$ cat src/rtl/pot_bank_pkg.sv
package pot_bank_pkg;
  typedef enum logic [3:0] {
    OP_RD_WIPER      = 4'd0,
    OP_WR_WIPER      = 4'd1,
    OP_RD_DR         = 4'd2,
    OP_WR_DR         = 4'd3,
    OP_DR_TO_WIPER   = 4'd4,
    OP_WIPER_TO_DR   = 4'd5,
    OP_G_DR_TO_WIPER = 4'd6,
    OP_G_WIPER_TO_DR = 4'd7,
    OP_STEP          = 4'd8,
    OP_RD_STATUS     = 4'd9
  } cmd_op_e;
endpackage

$ cat src/rtl/pot_nv_timer.sv
module pot_nv_timer #(
  parameter int unsigned CYCLES = 250000
) (
  input  logic clk_i,
  input  logic rst_ni,
  input  logic start_i,
  output logic busy_o
);
  localparam int unsigned CNT_W = $clog2(CYCLES + 1);

  logic [CNT_W-1:0] cnt_q;
  logic             busy_q;

  always_ff @(posedge clk_i or negedge rst_ni) begin
    if (!rst_ni) begin
      cnt_q  <= '0;
      busy_q <= 1'b0;
    end else if (!busy_q) begin
      if (start_i) begin
        busy_q <= 1'b1;
        cnt_q  <= CNT_W'(CYCLES - 1);
      end
    end else if (cnt_q == '0) begin
      busy_q <= 1'b0;
    end else begin
      cnt_q <= cnt_q - 1'b1;
    end
  end

  assign busy_o = busy_q;

  assert_busy_needs_start_R8: assert property (@(posedge clk_i) disable iff (!rst_ni)
    $rose(busy_q) |-> $past(start_i));
  assert_busy_holds_R8: assert property (@(posedge clk_i) disable iff (!rst_ni)
    (busy_q && cnt_q != '0) |=> busy_q);
endmodule

$ cat src/rtl/pot_channel.sv
module pot_channel #(
  parameter int unsigned DATA_W = 6,
  parameter int unsigned NUM_DR = 4,
  parameter logic [DATA_W-1:0] DR_INIT = '0,
  localparam int unsigned IDX_W = $clog2(NUM_DR)
) (
  input  logic              clk_i,
  input  logic              rst_ni,
  input  logic              por_ni,
  input  logic              reload_i,
  input  logic              wr_en_i,
  input  logic [DATA_W-1:0] wr_val_i,
  input  logic              step_en_i,
  input  logic              step_up_i,
  input  logic              commit_i,
  input  logic [IDX_W-1:0]  commit_idx_i,
  input  logic [DATA_W-1:0] commit_val_i,
  input  logic [IDX_W-1:0]  rd_idx_i,
  output logic [DATA_W-1:0] dr_rd_o,
  output logic [DATA_W-1:0] wiper_o
);
  localparam logic [DATA_W-1:0] MAX_POS = '1;

  logic [DATA_W-1:0] dr_q [NUM_DR];
  logic [DATA_W-1:0] wiper_q;
  logic [DATA_W-1:0] step_val;

  for (genvar i = 0; i < NUM_DR; i++) begin : g_dr
    always_ff @(posedge clk_i or negedge por_ni) begin
      if (!por_ni)                                    dr_q[i] <= DR_INIT;
      else if (commit_i && commit_idx_i == IDX_W'(i)) dr_q[i] <= commit_val_i;
    end

    assert_dr_only_on_commit_R7: assert property (@(posedge clk_i) disable iff (!por_ni)
      !commit_i |=> $stable(dr_q[i]));
  end

  always_comb begin
    if (step_up_i) step_val = (wiper_q == MAX_POS) ? MAX_POS : wiper_q + 1'b1;
    else           step_val = (wiper_q == '0) ? '0 : wiper_q - 1'b1;
  end

  always_ff @(posedge clk_i or negedge rst_ni) begin
    if (!rst_ni)        wiper_q <= '0;
    else if (reload_i)  wiper_q <= dr_q[0];
    else if (wr_en_i)   wiper_q <= wr_val_i;
    else if (step_en_i) wiper_q <= step_val;
  end

  assign dr_rd_o = dr_q[rd_idx_i];
  assign wiper_o = wiper_q;

  assert_reload_dr0_R1: assert property (@(posedge clk_i) disable iff (!rst_ni || !por_ni)
    reload_i |=> wiper_q == $past(dr_q[0]));
  assert_step_sat_top_R4: assert property (@(posedge clk_i) disable iff (!rst_ni)
    (step_en_i && step_up_i && !reload_i && !wr_en_i && wiper_q == MAX_POS) |=> wiper_q == MAX_POS);
  assert_step_sat_bot_R4: assert property (@(posedge clk_i) disable iff (!rst_ni)
    (step_en_i && !step_up_i && !reload_i && !wr_en_i && wiper_q == '0) |=> wiper_q == '0);
endmodule

$ cat src/rtl/pot_reg_bank.sv
module pot_reg_bank
  import pot_bank_pkg::*;
#(
  parameter int unsigned NUM_CH       = 2,
  parameter int unsigned NUM_DR       = 4,
  parameter int unsigned DATA_W       = 6,
  parameter int unsigned WRITE_CYCLES = 250000,
  parameter logic [DATA_W-1:0] DR_INIT = '0,
  localparam int unsigned CH_W  = $clog2(NUM_CH),
  localparam int unsigned IDX_W = $clog2(NUM_DR)
) (
  input  logic                     clk_i,
  input  logic                     rst_ni,
  input  logic                     por_ni,
  input  logic                     cmd_valid_i,
  input  logic [3:0]               cmd_op_i,
  input  logic [CH_W-1:0]          cmd_ch_i,
  input  logic [IDX_W-1:0]         cmd_idx_i,
  input  logic [DATA_W-1:0]        cmd_data_i,
  input  logic                     cs_rise_i,
  input  logic                     frame_abort_i,
  output logic [NUM_CH*DATA_W-1:0] wiper_o,
  output logic [DATA_W-1:0]        rd_data_o,
  output logic                     rd_valid_o,
  output logic                     wip_o
);
  cmd_op_e           op;
  logic              load_q;
  logic              cmd_fire;
  logic              is_nv_wr;
  logic              is_rd;
  logic              capture;
  logic              commit_go;
  logic              wip;
  logic              pend_vld_q;
  logic [IDX_W-1:0]  pend_idx_q;
  logic [DATA_W-1:0] wiper_w [NUM_CH];
  logic [DATA_W-1:0] dr_rd_w [NUM_CH];
  logic [DATA_W-1:0] rd_data_q;
  logic [DATA_W-1:0] rd_next;
  logic              rd_valid_q;

  assign op       = cmd_op_e'(cmd_op_i);
  assign cmd_fire = cmd_valid_i && !load_q;
  assign is_nv_wr = (op == OP_WR_DR) || (op == OP_WIPER_TO_DR) || (op == OP_G_WIPER_TO_DR);
  assign is_rd    = (op == OP_RD_WIPER) || (op == OP_RD_DR) || (op == OP_RD_STATUS);
  assign capture  = cmd_fire && is_nv_wr && !wip;
  assign commit_go = cs_rise_i && pend_vld_q && !wip;

  always_ff @(posedge clk_i or negedge rst_ni) begin
    if (!rst_ni) load_q <= 1'b1;
    else         load_q <= 1'b0;
  end

  always_ff @(posedge clk_i or negedge rst_ni) begin
    if (!rst_ni) begin
      pend_vld_q <= 1'b0;
      pend_idx_q <= '0;
    end else if (capture) begin
      pend_vld_q <= 1'b1;
      pend_idx_q <= cmd_idx_i;
    end else if (cs_rise_i || frame_abort_i) begin
      pend_vld_q <= 1'b0;
    end
  end

  for (genvar c = 0; c < NUM_CH; c++) begin : g_ch
    logic              hit;
    logic              wr_en;
    logic [DATA_W-1:0] wr_val;
    logic              step_en;
    logic              pmask_q;
    logic [DATA_W-1:0] pval_q;

    assign hit = (cmd_ch_i == CH_W'(c));

    always_comb begin
      wr_en   = 1'b0;
      wr_val  = cmd_data_i;
      step_en = 1'b0;
      if (cmd_fire) begin
        case (op)
          OP_WR_WIPER:      wr_en = hit;
          OP_DR_TO_WIPER:   begin wr_en = hit;  wr_val = dr_rd_w[c]; end
          OP_G_DR_TO_WIPER: begin wr_en = 1'b1; wr_val = dr_rd_w[c]; end
          OP_STEP:          step_en = hit;
          default:          ;
        endcase
      end
    end

    always_ff @(posedge clk_i or negedge rst_ni) begin
      if (!rst_ni) begin
        pmask_q <= 1'b0;
        pval_q  <= '0;
      end else if (capture) begin
        pmask_q <= hit || (op == OP_G_WIPER_TO_DR);
        pval_q  <= (op == OP_WR_DR) ? cmd_data_i : wiper_w[c];
      end
    end

    pot_channel #(
      .DATA_W (DATA_W),
      .NUM_DR (NUM_DR),
      .DR_INIT(DR_INIT)
    ) u_chan (
      .clk_i       (clk_i),
      .rst_ni      (rst_ni),
      .por_ni      (por_ni),
      .reload_i    (load_q),
      .wr_en_i     (wr_en),
      .wr_val_i    (wr_val),
      .step_en_i   (step_en),
      .step_up_i   (cmd_data_i[0]),
      .commit_i    (commit_go && pmask_q),
      .commit_idx_i(pend_idx_q),
      .commit_val_i(pval_q),
      .rd_idx_i    (cmd_idx_i),
      .dr_rd_o     (dr_rd_w[c]),
      .wiper_o     (wiper_w[c])
    );

    assign wiper_o[c*DATA_W +: DATA_W] = wiper_w[c];
  end

  pot_nv_timer #(.CYCLES(WRITE_CYCLES)) u_timer (
    .clk_i  (clk_i),
    .rst_ni (rst_ni),
    .start_i(commit_go),
    .busy_o (wip)
  );

  always_comb begin
    case (op)
      OP_RD_WIPER: rd_next = wiper_w[cmd_ch_i];
      OP_RD_DR:    rd_next = dr_rd_w[cmd_ch_i];
      default:     rd_next = {{(DATA_W-1){1'b0}}, wip};
    endcase
  end

  always_ff @(posedge clk_i or negedge rst_ni) begin
    if (!rst_ni) begin
      rd_valid_q <= 1'b0;
      rd_data_q  <= '0;
    end else begin
      rd_valid_q <= cmd_fire && is_rd;
      if (cmd_fire && is_rd) rd_data_q <= rd_next;
    end
  end

  assign rd_data_o  = rd_data_q;
  assign rd_valid_o = rd_valid_q;
  assign wip_o      = wip;

  assert_no_pending_while_busy_R9: assert property (@(posedge clk_i) disable iff (!rst_ni)
    wip |-> !pend_vld_q);
  assert_read_answers_R10: assert property (@(posedge clk_i) disable iff (!rst_ni)
    (cmd_fire && is_rd) |=> rd_valid_o);
  assert_no_spurious_read_R10: assert property (@(posedge clk_i) disable iff (!rst_ni)
    !(cmd_fire && is_rd) |=> !rd_valid_o);
endmodule

$ cat config.mk
export PLATFORM = sky130hd
export DESIGN_NAME = pot_reg_bank
export DESIGN_NICKNAME = d
export VERILOG_FILES = /design/src/rtl/pot_bank_pkg.sv /design/src/rtl/pot_nv_timer.sv /design/src/rtl/pot_channel.sv /design/src/rtl/pot_reg_bank.sv
export SDC_FILE = /design/constraint.sdc
export NUM_CORES = 1
export LEC_CHECK = 0
export ABC_AREA = 1
export BUFFER_PORTS_ARGS = -buffer_cell sky130_fd_sc_hd__buf_2
export CORE_MARGIN = 8
export CORE_UTILIZATION = 45
export CTS_CLUSTER_DIAMETER = 120
export CTS_CLUSTER_SIZE = 24
export DETAILED_ROUTE_END_ITERATION = 12
export GPL_TIMING_DRIVEN = 0
export PLACE_DENSITY_LB_ADDON = 0.2
export SETUP_SLACK_MARGIN = 0.4
export SKIP_LAST_GASP = 1
export SLEW_MARGIN = 20
export SYNTH_ARGS = -nofsm -noshare
export SYNTH_HDL_FRONTEND = slang
export SYNTH_SLANG_ARGS = --single-unit
$ cat constraint.sdc
create_clock -name clk_i -period 1.6 [get_ports clk_i]
set_clock_uncertainty 0.05 [all_clocks]
set_input_delay 0.08 -clock clk_i [delete_from_list [all_inputs] [get_ports clk_i]]
set_output_delay 0.08 -clock clk_i [all_outputs]
set_load 0.02 [all_outputs]
==> results.rst, run 1 <==
.. list-table::
   :header-rows: 1

   * - Metric
     - Value
   * - Relative slew slack
     - 0.493
   * - Synth warnings
     - 0
   * - DRC violations left
     - 0
   * - Number of inserted filler cells in the final layout
     - 1188
   * - Most frequent standard cell in the layout excluding fill and tap cells
     - nand2_1
   * - Maximum number of pins on one net before global-route repair
     - 57
   * - Number of clock buffers inserted by TritonCTS
     - 9
   * - Most used cells in the layout excluding fill and tap cells
     - 262 x nand2_1, 100 x nand3_1, 95 x dfrtp_1
   * - Tightest Pin Transition
     - 0.760 ns
   * - Placement Setup Slack
     - -0.193 ns
   * - Setup repair after global routing missed its margin
     - true
   * - Remaining global-route overflow
     - 0
   * - Async set-or-reset flop fraction in the synthesized netlist
     - 1.00
   * - Critical path fanouts, max
     - 6
   * - Number of global-route vias before repair
     - 5976
   * - Die Outline Area
     - 18200 µm²
   * - Effective utilization at floorplan
     - 0.460
   * - Gr usage total
     - 0.215
   * - Power per Cell Area
     - 657 nW/µm²
   * - Clk_lat worst skew
     - 0.36 ns
   * - Reported leakage power
     - 4.07 nW
   * - Via count
     - 6468
   * - Initial detailed-routing violation count
     - 447
   * - Mean Syn Cell Area
     - 6.93 µm²
   * - Type of the worst setup path
     - flop to flop
   * - Root Buffer
     - clkbuf_16
   * - Post-synthesis sequential area ratio
     - 0.409
   * - Kind of path behind the tightest hold check
     - input pin to flop
   * - Failing checks
     - setup timing
   * - Die X-Extent
     - 135 µm
   * - First-pass GRT wire length
     - 30.9 mm
   * - Post-synthesis cell area
     - 6360 µm²
   * - Max-Cap Viols
     - 0
   * - Critical Path RT
     - 1.80 ns
   * - Boundary Pins
     - 39
   * - Overall power of the completed layout
     - 5.59 mW
   * - Clock-pin slew reported for the worst setup and hold paths after clock tree synthesis
     - 0.07 ns
   * - Max Slew Vio Count
     - 0
   * - Vias per cell
     - 5.35
   * - Detailed Place HPWL
     - 13.4 mm
   * - Worst setup slack after layout
     - -0.0713 ns
   * - Count of buffering cells on the critical path with inverters included
     - 3
   * - Crit path cell chain
     - inv_2, nand2_4, inv_4, nand2_2, nor2_1, nand3b_1, nand2_1, inv_1, nand2_1, nand2_1
   * - Wirelength per Cell
     - 16.5 µm
   * - Status
     - finished with violations
   * - Delay contributed by the slowest stage of the critical path
     - 0.59 ns
   * - Tmin final
     - 1.67 ns
   * - Final clock period utilization by the worst path
     - 1.04
   * - Yosys cell types
     - 36
   * - Number of sinks on the clock net
     - 104
   * - Clock H-tree levels
     - 3
   * - Detailed-routing iteration count for the pre-antenna-repair pass
     - 5
   * - Fmax
     - 598 MHz
   * - Worst Setup End Kind
     - flop
   * - Worst VDD drop
     - 0.427 mV
   * - Clock tree from TritonCTS
     - built
   * - Flop and latch count out of synthesis
     - 104
   * - N_diodes
     - 0
   * - CP delay by family, top
     - simple AND/OR/NAND/NOR gates
   * - Hold Violations, Final
     - 0
   * - Antenna violations before repair
     - 0
   * - Final Setup Violations
     - 9
   * - Fraction of layout cells with a size suffix above 1
     - 0.338
   * - Total wire length
     - 19.9 mm
   * - Post-synth top flop
     - dfrtp_1
   * - Chip Height
     - 135 µm
   * - Signed area change from the synthesized netlist to the final layout
     - 33.8%
   * - ANT nets after route
     - 0
   * - Element type at the critical path start
     - flop
   * - Number of synthesized flops with an enable pin
     - 0
   * - Post-Syn Nets
     - 943
   * - Net count, final
     - 1049
   * - Cells after synthesis
     - 917
   * - Core Region
     - 13800 µm²
   * - Std cell rows
     - 43
   * - Final weighted congestion of routability-driven global placement
     - 0.916
   * - Most used cell along the critical path
     - nand2_1
   * - Critical path's slowest cell
     - dfstp_2
   * - Longest Clk Path Bufs
     - 2
   * - Crit path arrival time
     - 1.87 ns
   * - Number of buffer cells added on primary ports
     - 35
==> where the power goes <==
part / total, mW / switching (mW) / internal (mW) / leakage (nW)
Combinational: 0.599 / 0.408 / 0.191 / 2.62
Clock: 2.27 / 1.02 / 1.26 / 0.145
Sequential: 2.71 / 0.0412 / 2.67 / 1.30
Total: 5.59 / 1.47 / 4.12 / 4.07
==> registers in the layout, summed over array words and instances (netlist names) <==
signal               flops
g_ch.u_chan.dr_q        48
u_timer.cnt_q           18
g_ch.pval_q             12
g_ch.u_chan.wiper_o     12
rd_data_o                6
g_ch.pmask_q             2
pend_idx_q               2
load_q                   1
pend_vld_q               1
rd_valid_o               1
u_timer.busy_o           1
==> worst register-to-register path: stages (launching register included) <==
cell	delay (ns)
dfstp_2	0.59
inv_2	0.06
nand2_4	0.09
inv_4	0.06
nand2_2	0.07
nor2_1	0.06
nand3b_1	0.30
nand2_1	0.13
inv_1	0.05
nand2_1	0.05
nand2_1	0.05
==> cells in the mapped netlist, drive strengths merged (3+ instances only) <==
cell type,n,share of area
nand2,348,0.21
nand3,109,0.088
dfrtp,103,0.41
o21ai,101,0.087
inv,90,0.053
nor2,77,0.052
buf,29,0.029
a21oi,16,0.016
xor2,9,0.012
clkbuf,7,0.0041
ha,7,0.014
nand4,6,0.0059
nor3,4,0.0067
nand3b,3,0.0035
==> cells by family (layout without fill, tap and decap cells) <==
logic type,Yosys count,after routing,synth area share
other cells,1,1,0.000590
simple gates,547,547,0.369
fa+ha+maj,7,7,0.0138
buf+inv,127,238,0.0864
flops,104,104,0.409
xor+xnor,10,10,0.0138
compound gates,121,121,0.107
==> timing repair <==
action	in CTS	in global routing
endpoints found under the hold margin	104	48
pin swaps	22	23
resized for setup	117	147
hold buffers	3	1
endpoints found under the setup margin	106	105
gates cloned	12	1
buffers inserted	28	15
==> through the flow <==
step           cells  cell area (µm²)   util  TNS (ns)  hold slack, ns
2_1_floorplan    917             6480      -         0          -0.266
3_3_place_gp    1132             6890  0.498     -3.88           0.272
3_5_place_dp    1132             6890  0.498     -4.54           0.153
4_1_cts         1191             7830  0.566    -0.267          -0.105
5_1_grt         1208             8510  0.615     -1.40           0.118
6_report        1208             8510  0.615    -0.364          0.0770
==> final cells by class <==
| type | instances | area (µm²) | area share |
|---|---|---|---|
| Multi-Input combinational cell | 686 | 3930 | 0.462 |
| Sequential cell | 104 | 2610 | 0.307 |
| Timing Repair Buffer | 95 | 771 | 0.0906 |
| Inverter | 91 | 367 | 0.0431 |
| Buffer | 36 | 302 | 0.0355 |
| Clock buffer | 11 | 243 | 0.0285 |
| Tap cell | 180 | 225 | 0.0265 |
| Clock inverter | 5 | 56.3 | 0.00662 |
==> worst paths after layout <==
check	cells past startpoint	slack, ns	start	end
worst max-delay path	10	-0.07	load_q$_DFF_PN1_	g_ch[0].u_chan.wiper_o[5]$_DFFE_PN0P_
worst min-delay path	5	0.08	cmd_data_i[5]	g_ch[0].pval_q[5]$_DFFE_PN0P_
worst max register to register	10	-0.07	load_q$_DFF_PN1_	g_ch[0].u_chan.wiper_o[5]$_DFFE_PN0P_
worst min register to register	2	0.44	g_ch[0].u_chan.dr_q[13]$_DFFE_PN0P_	g_ch[0].u_chan.dr_q[13]$_DFFE_PN0P_
max in group asynchronous	2	0.65	rst_ni	g_ch[1].u_chan.wiper_o[1]$_DFFE_PN0P_
min in group asynchronous	2	0.23	por_ni	g_ch[1].u_chan.dr_q[3]$_DFFE_PN0P_
==> per-layer routing <==
metal | routed length (µm) | GRT usage
met2 | 9400 | 0.329
met5 | 0 | 0
met1 | 8750 | 0.279
met4 | 826 | 0.128
met3 | 951 | 0.0353
Power figures use the tool's default switching activity.
==> run 2, diff against run 1 <==
--- a/config.mk
+++ b/config.mk
@@ -13,8 +13,9 @@
 export CTS_CLUSTER_SIZE = 24
 export DETAILED_ROUTE_END_ITERATION = 12
 export GPL_TIMING_DRIVEN = 0
+export MAX_ROUTING_LAYER = met4
 export PLACE_DENSITY_LB_ADDON = 0.2
-export SETUP_SLACK_MARGIN = 0.4
+export SETUP_SLACK_MARGIN = 0.3
 export SKIP_LAST_GASP = 1
 export SLEW_MARGIN = 20
 export SYNTH_ARGS = -nofsm -noshare
==> results.rst, run 2 (synthesis results as in run 1) <==
.. list-table::
   :header-rows: 1

   * - Metric
     - Value
   * - Status
     - finished with violations
   * - Failing checks
     - setup timing
   * - Tmin final
     - 1.68 ns
   * - Type of the worst setup path
     - flop to flop
   * - Worst Setup End Kind
     - flop
   * - Final clock period utilization by the worst path
     - 1.05
   * - Clk_lat worst skew
     - 0.36 ns
   * - Via count
     - 6518
   * - Max-Cap Viols
     - 0
   * - Reg-to-Reg Start
     - load_q$_DFF_PN1_
   * - Effective utilization at floorplan
     - 0.460
   * - First-pass GRT wire length
     - 31.1 mm
   * - Net count, final
     - 1055
   * - Hold Violations, Final
     - 0
   * - Relative slew slack
     - 0.515
   * - Vias per cell
     - 5.37
   * - Number of inserted filler cells in the final layout
     - 1218
   * - Detailed-routing iteration count for the pre-antenna-repair pass
     - 6
   * - Maximum number of pins on one net before global-route repair
     - 57
   * - Worst setup path start
     - load_q$_DFF_PN1_
   * - Most used cells in the layout excluding fill and tap cells
     - 264 x nand2_1, 98 x dfrtp_1, 94 x nand3_1
   * - Kind of path behind the tightest hold check
     - input pin to flop
   * - Wirelength per Cell
     - 16.7 µm
   * - N_diodes
     - 0
   * - Final core occ
     - 0.618
   * - Element type at the critical path start
     - flop
   * - Gr usage total
     - 0.223
   * - Root Buffer
     - clkbuf_16
   * - Tightest Pin Transition
     - 0.727 ns
   * - Number of sinks on the clock net
     - 104
   * - Hold Crit Start
     - cmd_data_i[4]
   * - Core Region
     - 13800 µm²
   * - Fmax
     - 594 MHz
   * - Setup repair after global routing missed its margin
     - true
   * - Top register by number of flip-flops
     - g_ch.u_chan.dr_q
   * - Total wire length
     - 20.3 mm
   * - Initial detailed-routing violation count
     - 540
   * - Power per Cell Area
     - 669 nW/µm²
   * - Registers with the highest flip-flop counts
     - g_ch.u_chan.dr_q x48, u_timer.cnt_q x18
   * - Die Outline Area
     - 18200 µm²
   * - Most frequent standard cell in the layout excluding fill and tap cells
     - nand2_1
   * - Flip-flop count of the largest register after layout
     - 48
   * - Clock tree from TritonCTS
     - built
   * - Chip Height
     - 135 µm
   * - Max Slew Vio Count
     - 0
   * - Storage element area
     - 2610 µm²
   * - Longest Clk Path Bufs
     - 2
   * - Critical Path RT
     - 1.80 ns
   * - Area used by multi-input combinational logic
     - 3870 µm²
   * - Reported leakage power
     - 4.17 nW
   * - Fraction of layout cells with a size suffix above 1
     - 0.329
   * - Setup slack on the worst flop-to-flop path
     - -0.08 ns
   * - Setup total negative slack
     - -1.34 ns
   * - Remaining global-route overflow
     - 0
   * - Number of clock buffers inserted by TritonCTS
     - 9
   * - Boundary Pins
     - 39
   * - Final weighted congestion of routability-driven global placement
     - 0.925
   * - ANT nets after route
     - 0
   * - Crit path arrival time
     - 1.88 ns
   * - Die X-Extent
     - 135 µm
   * - Final Setup Violations
     - 28
   * - Signed area change from the synthesized netlist to the final layout
     - 34.4%
   * - Detailed Place HPWL
     - 13.5 mm
   * - Worst VDD drop
     - 0.542 mV
   * - Hold slack
     - 0.0931 ns
   * - Std cell rows
     - 43
   * - Critical path fanouts, max
     - 5
   * - DRC violations left
     - 0
   * - Number of global-route vias before repair
     - 5974
   * - Antenna violations before repair
     - 0
   * - Clock-pin slew reported for the worst setup and hold paths after clock tree synthesis
     - 0.07 ns
   * - Clock H-tree levels
     - 3
   * - Number of buffer cells added on primary ports
     - 35
   * - Worst setup slack after layout
     - -0.0840 ns
run 2: path summary, 6_finish.rpt:
| kind | end | cells past startpoint |
|---|---|---|
| worst max-delay path | g_ch[1].u_chan.wiper_o[4]$_DFFE_PN0P_ | 10 |
| worst max register to register | g_ch[1].u_chan.wiper_o[4]$_DFFE_PN0P_ | 10 |
| min in group asynchronous | g_ch[1].u_chan.dr_q[3]$_DFFE_PN0P_ | 2 |
| worst min register to register | g_ch[1].u_chan.dr_q[5]$_DFFE_PN0P_ | 2 |
| worst min-delay path | g_ch[0].u_chan.wiper_o[4]$_DFFE_PN0P_ | 5 |
| max in group asynchronous | g_ch[1].u_chan.wiper_o[1]$_DFFE_PN0P_ | 2 |
run 2: report_power, final:
| group | total [mW] | internal (mW) | switching (mW) |
|---|---|---|---|
| Sequential | 2.71 | 2.67 | 0.0365 |
| Combinational | 0.601 | 0.192 | 0.409 |
| Clock | 2.41 | 1.41 | 0.995 |
| Total | 5.72 | 4.28 | 1.44 |
run 2: what timing repair did:
item,CTS,global route
hold buffers,4,0
resized for setup,119,125
gates cloned,13,2
endpoints found under the setup margin,103,103
setup buffers,41,6
pin swaps,28,24
hold endpoints to repair,104,0
run 2: stage by stage:
step                std cells  setup WS (ns)  area (µm²)  power [mW]
floorplan                 917          0.106        6480        3.07
global placement         1132         -0.170        6890        3.29
detailed placement       1132         -0.181        6890        3.29
CTS                      1206        -0.0442        8030        5.73
global route             1214         -0.153        8550        5.92
finish                   1214        -0.0840        8550        5.72
run 2: cell type report:
type | count | area share
multi-input cells | 687 | 0.452
inverters | 91 | 0.0435
plain buffers | 36 | 0.0370
clock inverters | 5 | 0.00951
repair buffers | 100 | 0.0976
flip-flops and latches | 104 | 0.305
clock buffers | 11 | 0.0284
well taps | 180 | 0.0263
run 2: worst max-delay path, cell delays in order (launching register included):
cell,delay (ns)
dfstp_2,0.59
inv_2,0.06
nand2_4,0.11
inv_6,0.05
nand2_4,0.06
inv_2,0.06
a21oi_4,0.21
buf_6,0.17
nand3_2,0.06
nand3_1,0.08
nand2_1,0.07
run 2: routing by layer:
metal  track usage  share of wire
met1         0.279           0.43
met2         0.344           0.47
met3        0.0401          0.052
met4         0.107          0.048
met5             -              0
==> run 3, diff against run 2 <==
--- a/config.mk
+++ b/config.mk
@@ -8,7 +8,7 @@
 export ABC_AREA = 1
 export BUFFER_PORTS_ARGS = -buffer_cell sky130_fd_sc_hd__buf_2
 export CORE_MARGIN = 8
-export CORE_UTILIZATION = 45
+export CORE_UTILIZATION = 30
 export CTS_CLUSTER_DIAMETER = 120
 export CTS_CLUSTER_SIZE = 24
 export DETAILED_ROUTE_END_ITERATION = 12
==> results.rst, run 3 (synthesis results as in run 1) <==
.. list-table::
   :header-rows: 1

   * - Metric
     - Value
   * - Status
     - finished with violations
   * - Failing checks
     - setup timing
   * - Worst Setup End Kind
     - flop
   * - N_diodes
     - 0
   * - Number of inserted filler cells in the final layout
     - 2124
   * - Relative slew slack
     - 0.492
   * - Die X-Extent
     - 162 µm
   * - Detailed-routing iteration count for the pre-antenna-repair pass
     - 5
   * - Gr usage total
     - 0.171
   * - Internal Pwr Total
     - 4.11 mW
   * - Combinational share of power
     - 0.115
   * - Top register by number of flip-flops
     - g_ch.u_chan.dr_q
   * - Antenna violations before repair
     - 0
   * - Wirelength per Cell
     - 16.9 µm
   * - Setup slack on the worst flop-to-flop path
     - -0.04 ns
   * - WP depth
     - 9
   * - DRC violations left
     - 0
   * - Fmax
     - 610 MHz
   * - ANT nets after route
     - 0
   * - Clk_lat worst skew
     - 0.36 ns
   * - Most frequent standard cell in the layout excluding fill and tap cells
     - nand2_1
   * - Setup total negative slack
     - -0.155 ns
   * - Worst R2R Path Depth
     - 9
   * - Final clock period utilization by the worst path
     - 1.03
   * - Number of global-route vias before repair
     - 6153
   * - Critical R2R Capture
     - g_ch[0].u_chan.wiper_o[1]$_DFFE_PN0P_
   * - Total wire length
     - 22.3 mm
   * - Crit path cell chain
     - inv_4, nand2_8, inv_8, nand2_4, nor2_2, nand3b_1, buf_4, nand3_2, nand3_2
   * - First-pass GRT wire length
     - 34.2 mm
   * - Number of clock buffers inserted by TritonCTS
     - 9
   * - Worst VDD drop
     - 0.493 mV
   * - Setup repair after global routing missed its margin
     - true
   * - Clock share of power
     - 0.409
   * - Type of the worst setup path
     - flop to flop
   * - Effective utilization at floorplan
     - 0.304
   * - Net switching power
     - 1.62 mW
   * - Hold Violations, Final
     - 0
   * - Clock-pin slew reported for the worst setup and hold paths after clock tree synthesis
     - 0.08 ns
   * - Initial detailed-routing violation count
     - 505
   * - Clock H-tree levels
     - 3
   * - Count of buffering cells on the critical path with inverters included
     - 3
   * - Reported leakage power
     - 4.39 nW
   * - Final weighted congestion of routability-driven global placement
     - 0.886
   * - Fraction of layout cells with a size suffix above 1
     - 0.362
   * - Final Setup Violations
     - 12
   * - Sequential power share
     - 0.476
   * - Remaining global-route overflow
     - 0
   * - Tightest Pin Transition
     - 0.763 ns
   * - Number of buffer cells added on primary ports
     - 35
   * - Critical Path RT
     - 1.80 ns
   * - Sw Share
     - 0.283
   * - Max-Cap Viols
     - 0
   * - Die Outline Area
     - 26100 µm²
   * - Worst setup path start
     - load_q$_DFF_PN1_
   * - Maximum number of pins on one net before global-route repair
     - 57
   * - Root Buffer
     - clkbuf_16
   * - Worst Setup EP
     - g_ch[0].u_chan.wiper_o[1]$_DFFE_PN0P_
   * - Signed area change from the synthesized netlist to the final layout
     - 40.3%
   * - Flip-flop count of the largest register after layout
     - 48
   * - Crit path arrival time
     - 1.84 ns
   * - Power per Cell Area
     - 643 nW/µm²
   * - Most used cell along the critical path
     - nand3_2
   * - Core Region
     - 20900 µm²
   * - Storage element area
     - 2610 µm²
   * - Element type at the critical path start
     - flop
   * - Critical path fanouts, max
     - 5
   * - Number of sinks on the clock net
     - 104
   * - Hold slack
     - 0.0977 ns
   * - Kind of path behind the tightest hold check
     - input pin to flop
   * - Tmin final
     - 1.64 ns
   * - Area used by multi-input combinational logic
     - 4000 µm²
   * - Boundary Pins
     - 39
   * - Worst setup slack after layout
     - -0.0402 ns
   * - Chip Height
     - 162 µm
   * - Placement Setup Slack
     - -0.253 ns
   * - Net count, final
     - 1068
   * - Detailed Place HPWL
     - 15.1 mm
   * - Via count
     - 6487
   * - CP delay by family, top
     - flip-flops
   * - Std cell rows
     - 53
   * - Clock tree from TritonCTS
     - built
   * - Hold Crit Start
     - cmd_data_i[3]
   * - Max Slew Vio Count
     - 0
   * - Most used cells in the layout excluding fill and tap cells
     - 256 x nand2_1, 98 x dfrtp_1, 87 x nand3_1
   * - Registers with the highest flip-flop counts
     - g_ch.u_chan.dr_q x48, u_timer.cnt_q x18
   * - Critical path's slowest cell
     - dfstp_2
   * - Reg-to-Reg Start
     - load_q$_DFF_PN1_
   * - Longest Clk Path Bufs
     - 2
   * - Vias per cell
     - 4.91
   * - Delay contributed by the slowest stage of the critical path
     - 0.59 ns
run 3: worst min-delay path, delay by kind of cell:
kind                   cells  cell delay [ns]
AO/OA/AOI/OAI              2             0.13
buffers and inverters      1             0.13
AND/OR/NAND/NOR            2             0.13
run 3: power by group through the flow:
stage | combinational, mW | sequential, mW | clock (mW)
final | 0.662 | 2.73 | 2.35
after CTS | 0.636 | 2.72 | 2.36
after global routing | 0.726 | 2.73 | 2.48
after global placement | 0.559 | 2.77 | 0
after detailed placement | 0.559 | 2.77 | 0
after floorplan | 0.267 | 2.80 | 0
run 3: cell type report:
class                   count  area share
repair buffers            114       0.109
clock inverters             6     0.00771
inverters                  91      0.0428
plain buffers              36      0.0352
multi-input cells         686       0.448
clock buffers              10      0.0257
well taps                 275      0.0386
flip-flops and latches    104       0.293
run 3: metal layers:
layer	global-route usage	wire length [µm]	vias up
met5	-	0	-
met4	0.0640	615	0
met3	0.0247	1110	28
met2	0.267	10500	181
met1	0.223	10100	3099
li1	-	-	3179
run 3: metrics by stage:
stage	power, mW	util	instances	area (µm²)
floorplan	3.07	-	917	6480
global placement	3.33	0.335	1227	7000
detailed placement	3.33	0.336	1227	7010
CTS	5.72	0.392	1295	8180
global route	5.94	0.427	1322	8920
finish	5.74	0.427	1322	8920
run 3: timing repair:
action / 4_1_cts / 5_1_grt
resized for setup: 125 / 177
pin swaps: 45 / 23
setup buffers: 39 / 20
hold buffers: 4 / 0
endpoints found under the hold margin: 104 / 0
cloned: 9 / 7
setup endpoints to repair: 103 / 104
run 3: worst min path at each step:
stage / slack, ns / depth (start not counted) / to
after floorplan: -0.27 / 0 / g_ch[0].pmask_q$_DFFE_PN0P_
after global placement: 0.27 / 4 / pend_vld_q$_DFFE_PN0P_
after detailed placement: 0.11 / 1 / g_ch[0].u_chan.dr_q[2]$_DFFE_PN0P_
after CTS: 0.09 / 5 / g_ch[1].pval_q[3]$_DFFE_PN0P_
after global routing: 0.12 / 5 / g_ch[1].pval_q[2]$_DFFE_PN0P_
final: 0.1 / 5 / g_ch[1].pval_q[3]$_DFFE_PN0P_
